===== src/rtl/wdt_pkg.sv =====
package wdt_pkg;

    typedef enum logic {
        WDT_COARSE = 1'b0,
        WDT_FINE   = 1'b1
    } wdt_variant_e;

    localparam int unsigned FINE_MIN_EXP   = 4;
    localparam int unsigned FINE_STEPS     = 12;
    localparam int unsigned FINE_MAX_EXP   = FINE_MIN_EXP + FINE_STEPS - 1;
    localparam int unsigned COARSE_BASE    = 16;
    localparam int unsigned COARSE_STRIDE  = 2;
    localparam int unsigned COARSE_STEPS   = 3;
    localparam int unsigned COARSE_MAX_EXP = COARSE_BASE + COARSE_STRIDE * (COARSE_STEPS - 1);

    function automatic int unsigned fine_exp(int unsigned s);
        return (s >= FINE_STEPS) ? FINE_MAX_EXP : FINE_MIN_EXP + s;
    endfunction

    function automatic int unsigned coarse_exp(int unsigned s);
        return (s >= COARSE_STEPS - 1) ? COARSE_MAX_EXP : COARSE_BASE + COARSE_STRIDE * s;
    endfunction

endpackage


===== src/rtl/wdt_period_sel.sv =====
module wdt_period_sel
    import wdt_pkg::*;
#(
    parameter wdt_variant_e VARIANT = WDT_FINE,
    parameter int unsigned  SEL_W   = 4,
    parameter int unsigned  CNT_W   = 15
) (
    input  logic [SEL_W-1:0] sel,
    output logic [CNT_W-1:0] last
);

    logic [63:0] one_d;

    generate
        if (VARIANT == WDT_FINE) begin : g_fine
            always_comb begin
                one_d = 64'd1 << fine_exp(int'(sel));
            end
        end else begin : g_coarse
            always_comb begin
                one_d = 64'd1 << coarse_exp(int'(sel));
            end
        end
    endgenerate

    logic [63:0] last_wide;
    assign last_wide = one_d - 64'd1;
    assign last      = last_wide[CNT_W-1:0];

endmodule


===== src/rtl/wdt_counter.sv =====
module wdt_counter #(
    parameter int unsigned SEL_W = 4,
    parameter int unsigned CNT_W = 15
) (
    input  logic             clk,
    input  logic             rst_n,
    input  logic             en,
    input  logic             hold,
    input  logic             kick,
    input  logic [SEL_W-1:0] sel,
    input  logic [CNT_W-1:0] last,
    output logic             expire
);

    typedef struct packed {
        logic [CNT_W-1:0] cnt;
        logic [SEL_W-1:0] sel;
    } cnt_st_t;

    cnt_st_t s_d, s_q;

    always_comb begin
        s_d     = s_q;
        expire  = 1'b0;
        s_d.sel = sel;
        if (!en || hold) begin
            s_d.cnt = '0;
        end else if (kick || (sel != s_q.sel)) begin
            s_d.cnt = '0;
        end else if (s_q.cnt == last) begin
            s_d.cnt = '0;
            expire  = 1'b1;
        end else begin
            s_d.cnt = s_q.cnt + 1'b1;
        end
    end

    always_ff @(posedge clk or negedge rst_n) begin
        if (!rst_n) begin
            s_q <= '0;
        end else begin
            s_q <= s_d;
        end
    end

    p_cnt_bound_r1: assert property (@(posedge clk) disable iff (!rst_n)
        (sel == s_q.sel) |-> (s_q.cnt <= last));

    p_sel_restart_r6: assert property (@(posedge clk) disable iff (!rst_n)
        (en && (sel != s_q.sel)) |=> (s_q.cnt == '0));

    p_disabled_zero_r7: assert property (@(posedge clk) disable iff (!rst_n)
        (!en) |=> (s_q.cnt == '0));

    p_kick_zero_r5: assert property (@(posedge clk) disable iff (!rst_n)
        kick |=> (s_q.cnt == '0));

endmodule


===== src/rtl/wdt_strike.sv =====
module wdt_strike #(
    parameter int unsigned RST_CYC = 16
) (
    input  logic clk,
    input  logic rst_n,
    input  logic en,
    input  logic kick,
    input  logic expire,
    output logic err_flag,
    output logic err_irq,
    output logic sys_rst
);

    localparam int unsigned RW = (RST_CYC > 1) ? $clog2(RST_CYC) : 1;
    localparam logic [RW-1:0] RLAST = RW'(RST_CYC - 1);

    typedef struct packed {
        logic          strike;
        logic          flag;
        logic          irq;
        logic          act;
        logic [RW-1:0] rcnt;
    } stk_st_t;

    stk_st_t s_d, s_q;

    always_comb begin
        s_d     = s_q;
        s_d.irq = 1'b0;
        if (s_q.act) begin
            if (s_q.rcnt == RLAST) begin
                s_d = '0;
            end else begin
                s_d.rcnt = s_q.rcnt + 1'b1;
            end
        end else if (!en || kick) begin
            s_d.strike = 1'b0;
        end else if (expire) begin
            if (s_q.strike) begin
                s_d.strike = 1'b0;
                s_d.act    = 1'b1;
                s_d.rcnt   = '0;
            end else begin
                s_d.strike = 1'b1;
                s_d.flag   = 1'b1;
                s_d.irq    = 1'b1;
            end
        end
    end

    always_ff @(posedge clk or negedge rst_n) begin
        if (!rst_n) begin
            s_q <= '0;
        end else begin
            s_q <= s_d;
        end
    end

    assign err_flag = s_q.flag;
    assign err_irq  = s_q.irq;
    assign sys_rst  = s_q.act;

    p_irq_pulse_r3: assert property (@(posedge clk) disable iff (!rst_n)
        err_irq |=> !err_irq);

    p_flag_sticky_r3: assert property (@(posedge clk) disable iff (!rst_n)
        (err_flag && !sys_rst) |=> err_flag);

    p_rst_from_strike_r4: assert property (@(posedge clk) disable iff (!rst_n)
        $rose(sys_rst) |-> ($past(s_q.strike) && $past(expire)));

    p_rst_len_r4: assert property (@(posedge clk) disable iff (!rst_n)
        $fell(sys_rst) |-> ($past(s_q.rcnt) == RLAST));

    p_kick_cancel_r5: assert property (@(posedge clk) disable iff (!rst_n)
        (kick && !sys_rst) |=> (!s_q.strike && !$rose(sys_rst)));

    p_off_no_rst_r7: assert property (@(posedge clk) disable iff (!rst_n)
        (!en && !sys_rst) |=> !sys_rst);

    p_return_clear_r8: assert property (@(posedge clk) disable iff (!rst_n)
        $fell(sys_rst) |-> (!err_flag && !err_irq));

endmodule


===== src/rtl/wdt_two_strike.sv =====
module wdt_two_strike
    import wdt_pkg::*;
#(
    parameter wdt_variant_e VARIANT = WDT_FINE,
    parameter int unsigned  SEL_W   = 4,
    parameter int unsigned  RST_CYC = 16
) (
    input  logic             clk,
    input  logic             rst_n,
    input  logic             en,
    input  logic [SEL_W-1:0] sel,
    input  logic             kick,
    output logic             err_flag,
    output logic             err_irq,
    output logic             sys_rst
);

    localparam int unsigned CNT_W = (VARIANT == WDT_FINE) ? FINE_MAX_EXP : COARSE_MAX_EXP;

    logic [CNT_W-1:0] last;
    logic             expire;

    wdt_period_sel #(
        .VARIANT (VARIANT),
        .SEL_W   (SEL_W),
        .CNT_W   (CNT_W)
    ) i_period (
        .sel  (sel),
        .last (last)
    );

    wdt_counter #(
        .SEL_W (SEL_W),
        .CNT_W (CNT_W)
    ) i_counter (
        .clk    (clk),
        .rst_n  (rst_n),
        .en     (en),
        .hold   (sys_rst),
        .kick   (kick),
        .sel    (sel),
        .last   (last),
        .expire (expire)
    );

    wdt_strike #(
        .RST_CYC (RST_CYC)
    ) i_strike (
        .clk      (clk),
        .rst_n    (rst_n),
        .en       (en),
        .kick     (kick),
        .expire   (expire),
        .err_flag (err_flag),
        .err_irq  (err_irq),
        .sys_rst  (sys_rst)
    );

    p_rst_no_irq_r4: assert property (@(posedge clk) disable iff (!rst_n)
        sys_rst |-> !err_irq);

endmodule


===== config.mk =====
export PLATFORM = sky130hd
export DESIGN_NAME = wdt_two_strike
export DESIGN_NICKNAME = d
export VERILOG_FILES = /design/src/rtl/wdt_pkg.sv /design/src/rtl/wdt_period_sel.sv /design/src/rtl/wdt_counter.sv /design/src/rtl/wdt_strike.sv /design/src/rtl/wdt_two_strike.sv
export SDC_FILE = /design/constraint.sdc
export NUM_CORES = 1
export LEC_CHECK = 0
export CELL_PAD_IN_SITES_DETAIL_PLACEMENT = 0
export CELL_PAD_IN_SITES_GLOBAL_PLACEMENT = 1
export CORE_MARGIN = 10
export CORE_UTILIZATION = 42
export CTS_CLUSTER_SIZE = 25
export DETAILED_ROUTE_END_ITERATION = 7
export PLACE_DENSITY = 0.72
export SLEW_MARGIN = 40
export SYNTH_ARGS = -nofsm -noshare
export SYNTH_HDL_FRONTEND = slang
export SYNTH_HIERARCHICAL = 1
export SYNTH_SLANG_ARGS = --single-unit

===== constraint.sdc =====
create_clock -name clk -period 1.7 [get_ports clk]
set_input_delay 0.34 -clock clk [delete_from_list [all_inputs] [get_ports clk]]
set_output_delay 0.34 -clock clk [all_outputs]
set_load 0.03 [all_outputs]

# --- Yosys cells after proc, flatten, opt, wreduce, memory -nomap -nowiden ---
# Index checks and enable logic that the tools add are counted.
word_totals:
  inputBits: 8
  out_inout_bits: 3
  wordCells: 45
  ff_bits: 27
classes:
  shift: 1
  n_reduce_logical: 10
  n_mux: 16
  n_eq_ne: 6
  order_cmp: 1
  addsub: 4
ops:
  columns: ["cell", "count"]
  rows:
  - ["15-bit two-way mux", 3]
  - ["32-bit two-way mux", 1]
  - ["1-bit by 32-bit left shift with 15-bit output (first input constant)", 1]
  - ["8-bit two-way mux", 2]
  - ["15-bit by 1-bit adder with 15-bit output (second input constant)", 1]
  - ["15-bit equality test", 1]
  - ["15-bit by 1-bit subtractor with 15-bit output (second input constant)", 1]
  - ["4-bit two-way mux", 2]
  - ["7-bit two-way mux", 1]
  - ["3-bit by 4-bit adder with 5-bit output (first input constant)", 1]
  - ["1-bit two-way mux", 5]
  - ["5-bit two-way mux", 1]
  - ["4-bit by 1-bit adder with 4-bit output (second input constant)", 1]
  - ["4-bit equality test (second input constant)", 1]
  - ["4-bit greater-or-equal comparator (second input constant)", 1]
  - ["2-bit inequality test (second input constant)", 2]
  - ["4-bit inequality test", 1]
  - ["4-bit AND reduction", 1]
  - ["2-bit nonzero test", 2]
  - ["1-bit logical OR", 3]
  - ["3-bit AND reduction", 1]
  - ["3-bit nonzero test", 1]
  - ["2-bit two-way mux", 1]
  - ["2-bit by 1-bit inequality test with 1-bit output (second input constant)", 1]
  - ["2 further kinds", 2]

# --- Depth between registers and ports, before layout ---
logic_depth:
  word_depth: 11
  ltp_mapped: 10
  ltp_nobuf: 10

# --- Cells and area by module ---
# Netlist, hierarchy kept.
by_module_without_submodules:
  columns: ["module", "area_each_um2", "seq_area_each_um2", "cells_per_inst", "instances"]
  rows:
  - ["wdt_counter", 1117.3, 475.5, 103, 1]
  - ["wdt_strike", 394.1, 200.2, 36, 1]
  - ["wdt_period_sel", 230.2, 0.0, 36, 1]

# --- Worst setup path before layout ---
# No wires, ideal clock.
synth_timing:
  path_kind: "in2reg"
  from: "input port sel[2]"
  to: "register i_strike/s_q[3] in the netlist's numbering"
  required_ns: 1.582
  setup_slack_ns: -0.741
  t_arrival_ns: 2.323
  cell_stages: 9
  cell_sequence: "or2_2 a221o_1 xnor2_1 nand4_1 nor2_1 and3b_1 and4b_2 o221ai_1 a21o_1"
synth_via:
  elab_chain_len: 10
synth_lines:
  columns: ["element", "line_no", "text"]
  rows:
  - ["start, declared", "wdt_two_strike.sv:11", "input logic [SEL_W-1:0] sel,"]
  - ["3-bit by 4-bit adder with 5-bit output / 4-bit greater-or-equal comparator (equally long branches)", "wdt_pkg.sv:17", "return (s >= FINE_STEPS) ? FINE_MAX_EXP : FINE_MIN_EXP + s;"]
  - ["32-bit two-way mux (*)", "wdt_pkg.sv:17", null]
  - ["1-bit by 32-bit left shift with 15-bit output (*)", "wdt_period_sel.sv:17", "one_d = 64'd1 << fine_exp(int'(sel));"]
  - ["15-bit by 1-bit subtractor with 15-bit output (*)", "wdt_period_sel.sv:27", "assign last_wide = one_d - 64'd1;"]
  - ["named net last[6]", "wdt_two_strike.sv:20", "logic [CNT_W-1:0] last;"]
  - ["15-bit equality test (*)", "wdt_counter.sv:30", "end else if (s_q.cnt == last) begin"]
  - ["1-bit two-way mux (*)", "wdt_counter.sv:30", null]
  - ["1-bit two-way mux (*)", "wdt_counter.sv:28", "end else if (kick || (sel != s_q.sel)) begin"]
  - ["1-bit two-way mux (*)", "wdt_counter.sv:26", "if (!en || hold) begin"]
  - ["named net expire", "wdt_two_strike.sv:21", "logic expire;"]
  - ["2-bit nonzero test (no source line) (*)", null, null]
  - ["3-bit AND reduction (no source line) (*)", null, null]
  - ["end signal, assigned", "wdt_strike.sv:53", "s_q <= '0;"]
  - ["end signal, assigned", "wdt_strike.sv:55", "s_q <= s_d;"]
  - ["end, declared", "wdt_strike.sv:25", "stk_st_t s_d, s_q;"]
# The timed path passes the listed nets; every way through them passes the cells marked *.
# A chain may end at the register's enable or synchronous reset.

# --- Worst setup path in the final report ---
layout_timing:
  from: "input port sel[1]"
  to: "register i_strike/s_q[2] in the netlist's numbering"
# The elaborated chain is that of the path after synthesis.

==> impl_metrics.xml <==
<?xml version="1.0" encoding="UTF-8"?>
<metrics>
  <group name="worst_setup_path">
    <metric name="criticalPathCategory" unit="">in2reg</metric>
    <metric name="worstRegToRegCells" unit="">7</metric>
    <metric name="endpoint_kind" unit="">flip-flop</metric>
    <metric name="r2r_setup_slack" unit="ns">-0.12</metric>
    <metric name="arrival" unit="ns">2.15</metric>
    <metric name="worst_r2r_endpoint" unit="">i_strike/s_q[3]</metric>
    <metric name="crit-reg2reg-launch" unit="">i_counter/s_q[11]</metric>
    <metric name="setup.worst_path.start_class" unit="">input pin</metric>
    <metric name="timing.critical_path.fanout_max" unit="">7</metric>
    <metric name="critical_path_required" unit="ns">1.89</metric>
  </group>
  <group name="yosys">
    <metric name="asyncSetResetFlopFracSynth" unit="%">100</metric>
    <metric name="post-synth-top-area-fraction" unit="%">38.8</metric>
    <metric name="mappedNetlistArea" unit="sq mm">0.00174</metric>
    <metric name="ys_seq_elements" unit="">27</metric>
    <metric name="postSynthCellCount" unit="">175</metric>
    <metric name="synth_edf_count" unit="">0</metric>
    <metric name="yosys.area.top_type" unit="">dfrtp_1</metric>
    <metric name="synth.lib_cells_used.distinct" unit="">44</metric>
    <metric name="post_synth_main_area_contributors" unit="">dfrtp_1 (39%), xnor2_1 (8.0%), xor2_1 (8.0%)</metric>
    <metric name="synth_warnings" unit="">6</metric>
    <metric name="synth-main-ff-cell" unit="">dfrtp_1</metric>
    <metric name="syn_area_per_cell" unit="sq um">9.95</metric>
    <metric name="portion_of_the_post_synthesis_area_used_by_sequential_elements" unit="%">38.8</metric>
  </group>
  <group name="floorplanning">
    <metric name="overall_die_width" unit="microns">84.4</metric>
    <metric name="io_pins" unit="">11</metric>
    <metric name="placementRows" unit="">23</metric>
    <metric name="fp.coreArea" unit="sq mm">0.00400</metric>
    <metric name="chip_height" unit="microns">84.4</metric>
    <metric name="floorplan.initialDensity" unit="%">43.5</metric>
    <metric name="dieArea" unit="sq mm">0.00712</metric>
  </group>
  <group name="outcome">
    <metric name="violations" unit="">setup timing</metric>
    <metric name="outcome" unit="">finished with violations</metric>
  </group>
  <group name="worst_hold_path">
    <metric name="hold_path_startpoint" unit="">sel[2]</metric>
    <metric name="holdCritPathClass" unit="">in2reg</metric>
    <metric name="timing.hold.worst_path_depth" unit="">2</metric>
    <metric name="hold_path_end" unit="">i_counter/s_q[2]</metric>
  </group>
  <group name="global_route">
    <metric name="grt_antenna_before_repair" unit="">0</metric>
    <metric name="first_global_vias" unit="">1492</metric>
    <metric name="global_route.usage.total" unit="%">11.1</metric>
    <metric name="grt_max_degree" unit="">28</metric>
    <metric name="global_route_congestion_overflow_total" unit="">0</metric>
    <metric name="first_pass_grt_wire_length" unit="mm">6.93</metric>
  </group>
  <group name="cells_and_area">
    <metric name="syn2layout_area_growth" unit="%">28.0</metric>
    <metric name="insertedDiodeCount" unit="">0</metric>
    <metric name="finish.cell_count_without_fillers" unit="">267</metric>
    <metric name="filler_cell_count_in_the_final_layout" unit="">367</metric>
    <metric name="post_route_cells_drive_above_1_share" unit="%">29.5</metric>
    <metric name="number_of_nets_in_the_finished_design" unit="">230</metric>
    <metric name="post-route-cell-area" unit="sq mm">0.00223</metric>
    <metric name="layout.core_utilization" unit="%">55.7</metric>
  </group>
  <group name="clock_network">
    <metric name="clock_sinks" unit="">27</metric>
    <metric name="clockRootBuffer" unit="">clkbuf_8</metric>
    <metric name="htree_levels" unit="">1</metric>
    <metric name="numCtsBuffers" unit="">3</metric>
    <metric name="path_clk_slew" unit="ns">0.09</metric>
    <metric name="worstSkewPairLatency" unit="ns">0.27</metric>
    <metric name="max-clock-path-buffers" unit="">2</metric>
    <metric name="tritoncts" unit="">built</metric>
    <metric name="cts_hold_buf" unit="">0</metric>
  </group>
  <group name="timing">
    <metric name="hold_violations" unit="">0</metric>
    <metric name="period_needed" unit="ns">1.96</metric>
    <metric name="setup_ws" unit="ns">-0.257</metric>
    <metric name="fmax" unit="MHz">511</metric>
    <metric name="rsz_0062_raised_after_global_routing" unit="">yes</metric>
    <metric name="timing.final.setup_violations" unit="">8</metric>
    <metric name="finalHoldWorstSlack" unit="ns">0.326</metric>
    <metric name="final.period_utilization" unit="%">115</metric>
    <metric name="finClkSkew" unit="ns">0.00374</metric>
    <metric name="timing_max_transition_violations_final" unit="">0</metric>
  </group>
  <group name="routing">
    <metric name="drc" unit="">0</metric>
    <metric name="wl" unit="mm">3.93</metric>
    <metric name="per_cell_routed_wire_length" unit="microns">14.7</metric>
    <metric name="drt-met1-wl" unit="mm">1.90</metric>
    <metric name="highest_layer" unit="">met4</metric>
    <metric name="drtAntennaViolNets" unit="">0</metric>
    <metric name="wl_met2" unit="mm">1.89</metric>
    <metric name="drt_first_iter_violations" unit="">49</metric>
    <metric name="met3_length" unit="microns">122</metric>
    <metric name="vias" unit="">1433</metric>
    <metric name="first_pass_iters" unit="">4</metric>
    <metric name="vias_per_cell" unit="">5.37</metric>
  </group>
  <group name="run">
    <metric name="max_cap_violations" unit="">0</metric>
  </group>
  <group name="placed_design">
    <metric name="post_dp_cell_area" unit="sq mm">0.00211</metric>
    <metric name="gp_congestion" unit="">0.810</metric>
    <metric name="number_of_placed_instances_with_taps_included" unit="">261</metric>
    <metric name="dpl.hpwl" unit="mm">2.99</metric>
    <metric name="io_buffer_count" unit="">10</metric>
  </group>
  <group name="power">
    <metric name="power" unit="mW">1.17</metric>
    <metric name="power.leakage" unit="nW">0.958</metric>
    <metric name="peakVddDrop" unit="mV">0.285</metric>
    <metric name="cellPowerDensity" unit="mW/mm^2">527</metric>
  </group>
</metrics>
registers in the layout (all words and copies together), names as in the netlist:
register / cells
i_counter/s_q: 19
i_strike/s_q: 5
i_strike/err_flag: 1
i_strike/err_irq: 1
i_strike/sys_rst: 1
how the worst max path moves through the flow:
stage                 from               to  slack, ns
floorplan           sel[1]  i_strike/s_q[3]      -0.51
global placement    sel[2]  i_strike/s_q[2]      -0.99
detailed placement  sel[2]  i_strike/s_q[0]      -1.10
CTS                 sel[3]  i_strike/s_q[0]      -0.31
global route        sel[3]  i_strike/s_q[3]      -0.31
finish              sel[1]  i_strike/s_q[2]      -0.26
cell usage after synthesis (all sizes together) (2+ instances only):
library cell	instances
a211oi	14
a21o	2
a21oi	3
a221oi	2
and2	2
and3	3
and4	2
buf	8
clkbuf	5
dfrtp	27
ha	4
inv	4
nand2	12
nand2b	2
nand3	7
nand4	11
nor2	6
nor4	3
o21ai	7
or2	2
or3	3
xnor2	16
xor2	16
cell usage in the layout, fill, tap and decap left out, types with 5 or more instances in the layout:
cell             synthesis  final
a211oi_1                14     12
buf_4                    4     35
clkdlybuf4s50_1          0      5
conb_1                   1      6
dfrtp_1                 27     27
nand2_1                 11     11
nand3_1                  7      7
nand4_1                 11     11
nor2_1                   6      5
xnor2_1                 16     16
xor2_1                  16     16
stage by stage:
stage / setup WS, ns / setup TNS [ns]
after global placement: -0.988 / -15.98
after detailed placement: -1.10 / -17.53
final: -0.257 / -1.42
after global routing: -0.312 / -1.93
after floorplan: -0.506 / -3.69
after CTS: -0.309 / -1.81
where the power goes:
group / switching [mW] / leakage (nW) / internal [mW] / total (mW)
Combinational: 0.0848 / 0.568 / 0.0746 / 0.159
Clock: 0.200 / 0.0217 / 0.166 / 0.366
Sequential: 0.00233 / 0.368 / 0.647 / 0.649
cell type report:
| class | count | area (sq um) | area share [%] |
|---|---|---|---|
| clock buffer | 3 | 41.3 | 1.85 |
| clock inverter | 1 | 7.51 | 0.337 |
| inverter | 4 | 15.0 | 0.673 |
| multi-input combinational | 136 | 1050 | 47.2 |
| sequential | 27 | 676 | 30.3 |
| tap | 50 | 62.6 | 2.81 |
| timing repair buffer | 46 | 375 | 16.8 |
kinds of logic (layout without fill, tap and decap cells):
| logic type | Yosys count | after routing | share of synthesized area, % |
|---|---|---|---|
| compound gates | 33 | 33 | 13.8 |
| simple gates | 60 | 60 | 21.9 |
| flops | 27 | 27 | 38.8 |
| fa+ha+maj | 4 | 4 | 2.87 |
| mux | 1 | 1 | 0.575 |
| xor+xnor | 32 | 32 | 16.1 |
| other cells | 1 | 6 | 0.215 |
| buf+inv | 17 | 54 | 5.75 |
worst max-delay path: stages:
cell and delay [ns]:
buf_2 0.15, buf_4 0.16, o31ai_1 0.21, a21oi_1 0.13
xnor2_1 0.14, nand4_1 0.14, nor2_4 0.04, and3b_2 0.19
and4b_2 0.23, or2_4 0.26, a31oi_4 0.16
what timing repair did:
| action | in CTS | in global routing |
|---|---|---|
| setup endpoints to repair | 23 | 24 |
| pin swaps | 13 | 9 |
| setup buffers | 2 | 0 |
| gates resized for setup | 22 | 10 |
routing by layer:
layer / vias up / track usage [%]
met2: 18 / 18.7
met4: 0 / 2.25
met1: 704 / 15.0
met5: - / 0
met3: 2 / 1.35
li1: 709 / -
No activity file was read; power rests on OpenSTA's default activity.
